[src/rtl/pcs_pkg.sv]
package pcs_pkg;

   localparam int unsigned PC_WIDTH    = 13;
   localparam int unsigned STACK_SLOTS = 8;

   localparam logic [PC_WIDTH-1:0] RESET_VEC = 13'h0000;
   localparam logic [PC_WIDTH-1:0] IRQ_VEC   = 13'h0004;

   typedef enum logic [2:0] {
      NXT_HOLD = 3'd0,
      NXT_STEP = 3'd1,
      NXT_JUMP = 3'd2,
      NXT_CALL = 3'd3,
      NXT_RET  = 3'd4,
      NXT_IRQ  = 3'd5
   } nxt_sel_e;

endpackage

[src/rtl/pcs_next_sel.sv]
module pcs_next_sel
   import pcs_pkg::*;
(
   input  logic     irq_i,
   input  logic     ret_i,
   input  logic     call_i,
   input  logic     jump_i,
   input  logic     step_i,
   output nxt_sel_e sel_o,
   output logic     push_o,
   output logic     pop_o
);

   // fixed priority: interrupt, return, call, jump, step
   always_comb begin
      sel_o  = NXT_HOLD;
      push_o = 1'b0;
      pop_o  = 1'b0;
      if (irq_i) begin
         sel_o  = NXT_IRQ;
         push_o = 1'b1;
      end else if (ret_i) begin
         sel_o  = NXT_RET;
         pop_o  = 1'b1;
      end else if (call_i) begin
         sel_o  = NXT_CALL;
         push_o = 1'b1;
      end else if (jump_i) begin
         sel_o  = NXT_JUMP;
      end else if (step_i) begin
         sel_o  = NXT_STEP;
      end
   end

endmodule

[src/rtl/pcs_return_stack.sv]
module pcs_return_stack #(
   parameter int unsigned WIDTH = 13,
   parameter int unsigned DEPTH = 8
) (
   input  logic             clk,
   input  logic             rst_n,
   input  logic             push_i,
   input  logic             pop_i,
   input  logic [WIDTH-1:0] push_data_i,
   output logic [WIDTH-1:0] top_o
);

   localparam int unsigned PTR_W = $clog2(DEPTH);

   generate
      if (DEPTH < 2 || (1 << PTR_W) != DEPTH) begin : g_bad_depth
         $error("pcs_return_stack: DEPTH must be a power of two, at least 2");
      end
   endgenerate

   logic [PTR_W-1:0] sp_q;
   logic [PTR_W-1:0] rd_idx;
   logic [WIDTH-1:0] slot_q [DEPTH];

   // sp_q names the next free slot; it wraps, so old entries get overwritten
   assign rd_idx = sp_q - PTR_W'(1);
   assign top_o  = slot_q[rd_idx];

   always_ff @(posedge clk or negedge rst_n) begin
      if (!rst_n) begin
         sp_q <= '0;
         for (int i = 0; i < int'(DEPTH); i++) begin
            slot_q[i] <= '0;
         end
      end else if (push_i) begin
         slot_q[sp_q] <= push_data_i;
         sp_q         <= sp_q + PTR_W'(1);
      end else if (pop_i) begin
         sp_q <= rd_idx;
      end
   end

   // a push advances and a pop retreats the circular index by one
   a_r7_push_advances: assert property (@(posedge clk) disable iff (!rst_n)
      push_i |=> sp_q == $past(sp_q) + PTR_W'(1));
   a_r7_pop_retreats: assert property (@(posedge clk) disable iff (!rst_n)
      (pop_i && !push_i) |=> sp_q == $past(sp_q) - PTR_W'(1));
   // the value just pushed is what a pop would return next
   a_r5_push_visible: assert property (@(posedge clk) disable iff (!rst_n)
      push_i |=> top_o == $past(push_data_i));

endmodule

[src/rtl/pcs_addr_fold.sv]
module pcs_addr_fold #(
   parameter int unsigned WIDTH      = 13,
   parameter int unsigned IMPL_WORDS = 2048
) (
   input  logic [WIDTH-1:0] pc_i,
   output logic [WIDTH-1:0] addr_o
);

   localparam int unsigned AW = $clog2(IMPL_WORDS);

   generate
      if (AW >= WIDTH) begin : g_full
         assign addr_o = pc_i;
      end else begin : g_fold
         assign addr_o = {{(WIDTH-AW){1'b0}}, pc_i[AW-1:0]};
      end
   endgenerate

endmodule

[src/rtl/pc_sequencer.sv]
module pc_sequencer
   import pcs_pkg::*;
#(
   parameter int unsigned PC_W       = PC_WIDTH,
   parameter int unsigned DEPTH      = STACK_SLOTS,
   parameter int unsigned IMPL_WORDS = 2048
) (
   input  logic            clk,
   input  logic            rst_n,
   input  logic            step_i,
   input  logic            jump_i,
   input  logic            call_i,
   input  logic            ret_i,
   input  logic            irq_i,
   input  logic [PC_W-1:0] target_i,
   output logic [PC_W-1:0] fetch_addr_o,
   output logic [PC_W-1:0] pc_o
);

   localparam int unsigned AW = $clog2(IMPL_WORDS);

   generate
      if (IMPL_WORDS != 1024 && IMPL_WORDS != 2048) begin : g_bad_impl
         $error("pc_sequencer: IMPL_WORDS must be 1024 or 2048");
      end
      if (PC_W <= AW) begin : g_bad_width
         $error("pc_sequencer: PC_W must exceed the implemented address width");
      end
   endgenerate

   nxt_sel_e        sel;
   logic            push, pop;
   logic [PC_W-1:0] pc_q, pc_d, pc_inc, stk_top;

   pcs_next_sel u_sel (
      .irq_i  (irq_i),
      .ret_i  (ret_i),
      .call_i (call_i),
      .jump_i (jump_i),
      .step_i (step_i),
      .sel_o  (sel),
      .push_o (push),
      .pop_o  (pop)
   );

   assign pc_inc = pc_q + PC_W'(1);

   pcs_return_stack #(.WIDTH(PC_W), .DEPTH(DEPTH)) u_stack (
      .clk         (clk),
      .rst_n       (rst_n),
      .push_i      (push),
      .pop_i       (pop),
      .push_data_i (pc_inc),
      .top_o       (stk_top)
   );

   always_comb begin
      unique case (sel)
         NXT_IRQ:  pc_d = PC_W'(IRQ_VEC);
         NXT_RET:  pc_d = stk_top;
         NXT_CALL: pc_d = target_i;
         NXT_JUMP: pc_d = target_i;
         NXT_STEP: pc_d = pc_inc;
         default:  pc_d = pc_q;
      endcase
   end

   always_ff @(posedge clk or negedge rst_n) begin
      if (!rst_n) pc_q <= PC_W'(RESET_VEC);
      else        pc_q <= pc_d;
   end

   pcs_addr_fold #(.WIDTH(PC_W), .IMPL_WORDS(IMPL_WORDS)) u_fold (
      .pc_i   (pc_q),
      .addr_o (fetch_addr_o)
   );

   assign pc_o = pc_q;

   // counter sits at the reset vector while reset is held
   always @(posedge clk) begin
      if (!rst_n) a_r1_reset_pc: assert (pc_o == PC_W'(RESET_VEC));
   end

   // interrupt entry lands on the vector
   a_r6_irq_vector: assert property (@(posedge clk) disable iff (!rst_n)
      irq_i |=> pc_o == PC_W'(IRQ_VEC));
   // interrupt entry saves the next address
   a_r6_irq_saves: assert property (@(posedge clk) disable iff (!rst_n)
      irq_i |=> stk_top == $past(pc_o) + PC_W'(1));
   // a winning call saves the next address
   a_r5_call_saves: assert property (@(posedge clk) disable iff (!rst_n)
      (call_i && !irq_i && !ret_i) |=> stk_top == $past(pc_o) + PC_W'(1));
   // a lone jump loads the target
   a_r4_jump_loads: assert property (@(posedge clk) disable iff (!rst_n)
      (jump_i && !call_i && !ret_i && !irq_i) |=> pc_o == $past(target_i));
   // a lone step advances by one
   a_r2_step_adds: assert property (@(posedge clk) disable iff (!rst_n)
      (step_i && !jump_i && !call_i && !ret_i && !irq_i) |=> pc_o == $past(pc_o) + PC_W'(1));
   // with no strobe the counter holds
   a_r2_idle_holds: assert property (@(posedge clk) disable iff (!rst_n)
      !(step_i || jump_i || call_i || ret_i || irq_i) |=> $stable(pc_o));
   // fetch address never leaves the implemented space
   a_r11_fold_range: assert property (@(posedge clk) disable iff (!rst_n)
      (fetch_addr_o >> AW) == '0);

endmodule

[config.mk]
export PLATFORM = sky130hd
export DESIGN_NAME = pc_sequencer
export DESIGN_NICKNAME = d
export VERILOG_FILES = /design/src/rtl/pcs_pkg.sv /design/src/rtl/pcs_next_sel.sv /design/src/rtl/pcs_return_stack.sv /design/src/rtl/pcs_addr_fold.sv /design/src/rtl/pc_sequencer.sv
export SDC_FILE = /design/constraint.sdc
export NUM_CORES = 1
export LEC_CHECK = 0
export BUFFER_PORTS_ARGS = -buffer_cell sky130_fd_sc_hd__buf_4
export CAP_MARGIN = 20
export CORE_MARGIN = 5
export CORE_UTILIZATION = 54
export CTS_BUF_LIST = sky130_fd_sc_hd__clkbuf_16
export DETAILED_ROUTE_END_ITERATION = 6
export PLACE_DENSITY = 0.85
export SLEW_MARGIN = 25
export SYNTH_ARGS = -nofsm -noshare
export SYNTH_HDL_FRONTEND = slang
export SYNTH_SLANG_ARGS = --single-unit
[constraint.sdc]
create_clock -name clk -period 2.4 [get_ports clk]
set_clock_uncertainty 0.15 [all_clocks]
set_input_delay 0.24 -clock clk [delete_from_list [all_inputs] [get_ports clk]]
set_output_delay 0.24 -clock clk [all_outputs]
set_load 0.01 [all_outputs]
==> impl_metrics.ini <==
[outcome]
status = complete, no violations

[power_and_ir_drop]
total_power_w = 0.00983
power_leakage_nw = 3.05
ir_worst_vdd_uv = 821
p_per_area_nw_per_um2 = 1430

[drt]
vias_per_cell = 6.76
drt-initial-drc-count = 741
drt_pre_antenna_iters = 6
vias = 4844
wl_per_cell_um = 24.8
routed_wl_um = 17800
drc_errors = 0
drtAntennaViolNets = 0

[synth]
async_reset_ff_share_pct = 100
syn_inst = 508
yosysUniqueCellTypes = 33
ys_warn_count = 0
synth_edf_count = 0
ys_seq_area_share_pct = 53.8
synth-seq-cells = 120
ys.flop_type = dfrtp_1
syn_area_um2 = 5580
syn_avg_cell_area_um2 = 11.0

[clocking]
root_buffer = clkbuf_16
ctsLongestPathBuffers = 2
clock_latency_ps = 410
cts_tree = built
clk_pin_slew_worst_paths_ps = 50
cts_sinks = 120
ctsHtreeMaxLevel = 4
cts-buffers-inserted = 17
cts_setup_buffers = 0

[worst_setup_path]
cp-end-kind = register
critical_path_class = reg -> reg
worstPathRequired_ps = 2500
max_stage_delay_ps = 490
cp.arrival_ps = 2480
cpMaxStageDelayCell = a222oi_1
path_delay_family = compound AO/OA/AOI/OAI gates
crit_buf_inv = 2
critical_path.max_fanout = 13
crit_chain = inv_1 > ha_2 > buf_12 > mux4_2 > a222oi_1 > o211ai_1
critical_path.startpoint_type = register

[floorplan]
die_h_um = 112
die_area_um2 = 12500
die_x_um = 112
coreArea_um2 = 10200
rows = 37
initial_core_util_pct = 54.8
ios = 46

[global_routing]
grt_pass1_wl_um = 27700
grt_max_degree = 58
grt_pass1_vias = 5131
grt_use_total_pct = 28.9
grt_overflow = 0
antenna_found_initial = 0

[placement]
dpl.hpwl_um = 9680
placed_cell_area_um2 = 6080
gp_congestion = 0.854
dp_cells = 673
port_buffers = 43

[final_layout]
diodes = 0
post-route-cell-area_um2 = 6860
final_cells = 717
area_delta_synth_final_pct = 22.9
nets = 591
drive_gt1_share_pct = 25.1

[timing]
post-route-period-util_pct = 99.1
holdWs_ps = 14.9
worst_pin_slew_ps = 766
max_freq_ghz = 0.420
min_period_ps = 2380
slew_viol_final = 0
setup_viol_count_final = 0
setup_tns_ps = 0
hold_viol = 0
slew_headroom_pct = 48.6
rsz0062_at_grt = false

[min_path]
hold_class = in -> reg

[flow_run]
drv_cap = 0
==> cells by family after synthesis <==
family          after synthesis  share of synthesized area (%)
simple gates                142                           10.4
other cells                   1                         0.0672
compound gates              132                           14.1
xor+xnor                     17                           2.67
flops                       120                           53.8
buf+inv                      56                           5.34
fa+ha+maj                     3                          0.673
mux                          37                           12.9
==> registers in the layout, indices dropped and copies added (netlist names) <==
register / cells
u_stack.sp_q: 3
u_stack.slot_q: 104
pc_o: 13
==> cell type report <==
cell class,instances,area [um2]
clock buffer,17,425
clock inverter,15,178
tap,136,170
inverter,8,30.0
sequential,120,3000
timing repair buffer,88,734
fill,629,3330
multi-input combinational,333,2320
==> cell usage in the layout (no fill, tap or decap), types with 10 or more instances in the layout <==
cell type,instances
dlygate4sd3_1,11
a21oi_1,11
o211ai_1,14
o21ai_0,86
buf_4,73
dfrtp_1,119
nor2_1,18
nand2_1,101
xnor2_1,11
mux4_2,22
inv_1,10
clkbuf_16,18
==> final timing paths <==
path / slack, ps / endpoint / cells past startpoint / start
hold reg to reg: 320 / u_stack.slot_q[65] / 2 / u_stack.slot_q[65]
setup / recovery: 20 / pc_o[12] / 6 / u_stack.sp_q[0]
max in group asynchronous: 1120 / u_stack.slot_q[58] / 3 / rst_n
hold / removal: 10 / u_stack.sp_q[0] / 3 / call_i
min in group asynchronous: 160 / u_stack.slot_q[59] / 2 / rst_n
setup reg to reg: 20 / pc_o[12] / 6 / u_stack.sp_q[0]
==> layer usage <==
layer / share of wire, % / wire (um) / global-route usage [%]
met5: 0 / 0 / 0
met4: 7.5 / 1330 / 19.1
met3: 11 / 1950 / 9.62
met2: 49 / 8750 / 47.6
met1: 32 / 5750 / 31.7
==> cell usage after synthesis (all sizes together) (9+ instances only) <==
cell      n  area share (%)
o211ai   14             1.9
clkbuf   15             1.0
mux4     26              11
a21oi    11            0.99
o21ai    86             7.7
xnor2    13             2.0
mux2      9             1.8
nor2     18             1.2
buf      33             3.8
dfrtp   120              54
a222oi    9             1.6
nand2   101             6.8
==> metrics by stage <==
stage | util (%) | setup WS [ps]
after floorplan | - | 24.8
after global placement | 59.7 | 210
after detailed placement | 59.7 | 134
after CTS | 66.7 | 36.7
after global routing | 67.3 | 12.3
final | 67.3 | 21.4
==> worst min-delay path, delay by kind of cell <==
family,cells,cell delay (ps)
XOR/XNOR,1,120
AND/OR/NAND/NOR,1,60
buffers and inverters,1,110
==> power by group <==
group	internal, W	leakage, nW	switching [W]
clock network	0.00163	0.293	0.000950
logic	0.00169	1.20	0.00209
registers	0.00283	1.56	0.000635
==> timing repair <==
action | CTS | global route
hold endpoints to repair | 39 | 0
setup endpoints to repair | 0 | 23
resized for setup | 0 | 7
hold buffers | 11 | 0
Note: power is estimated with default switching activity, not from simulation.
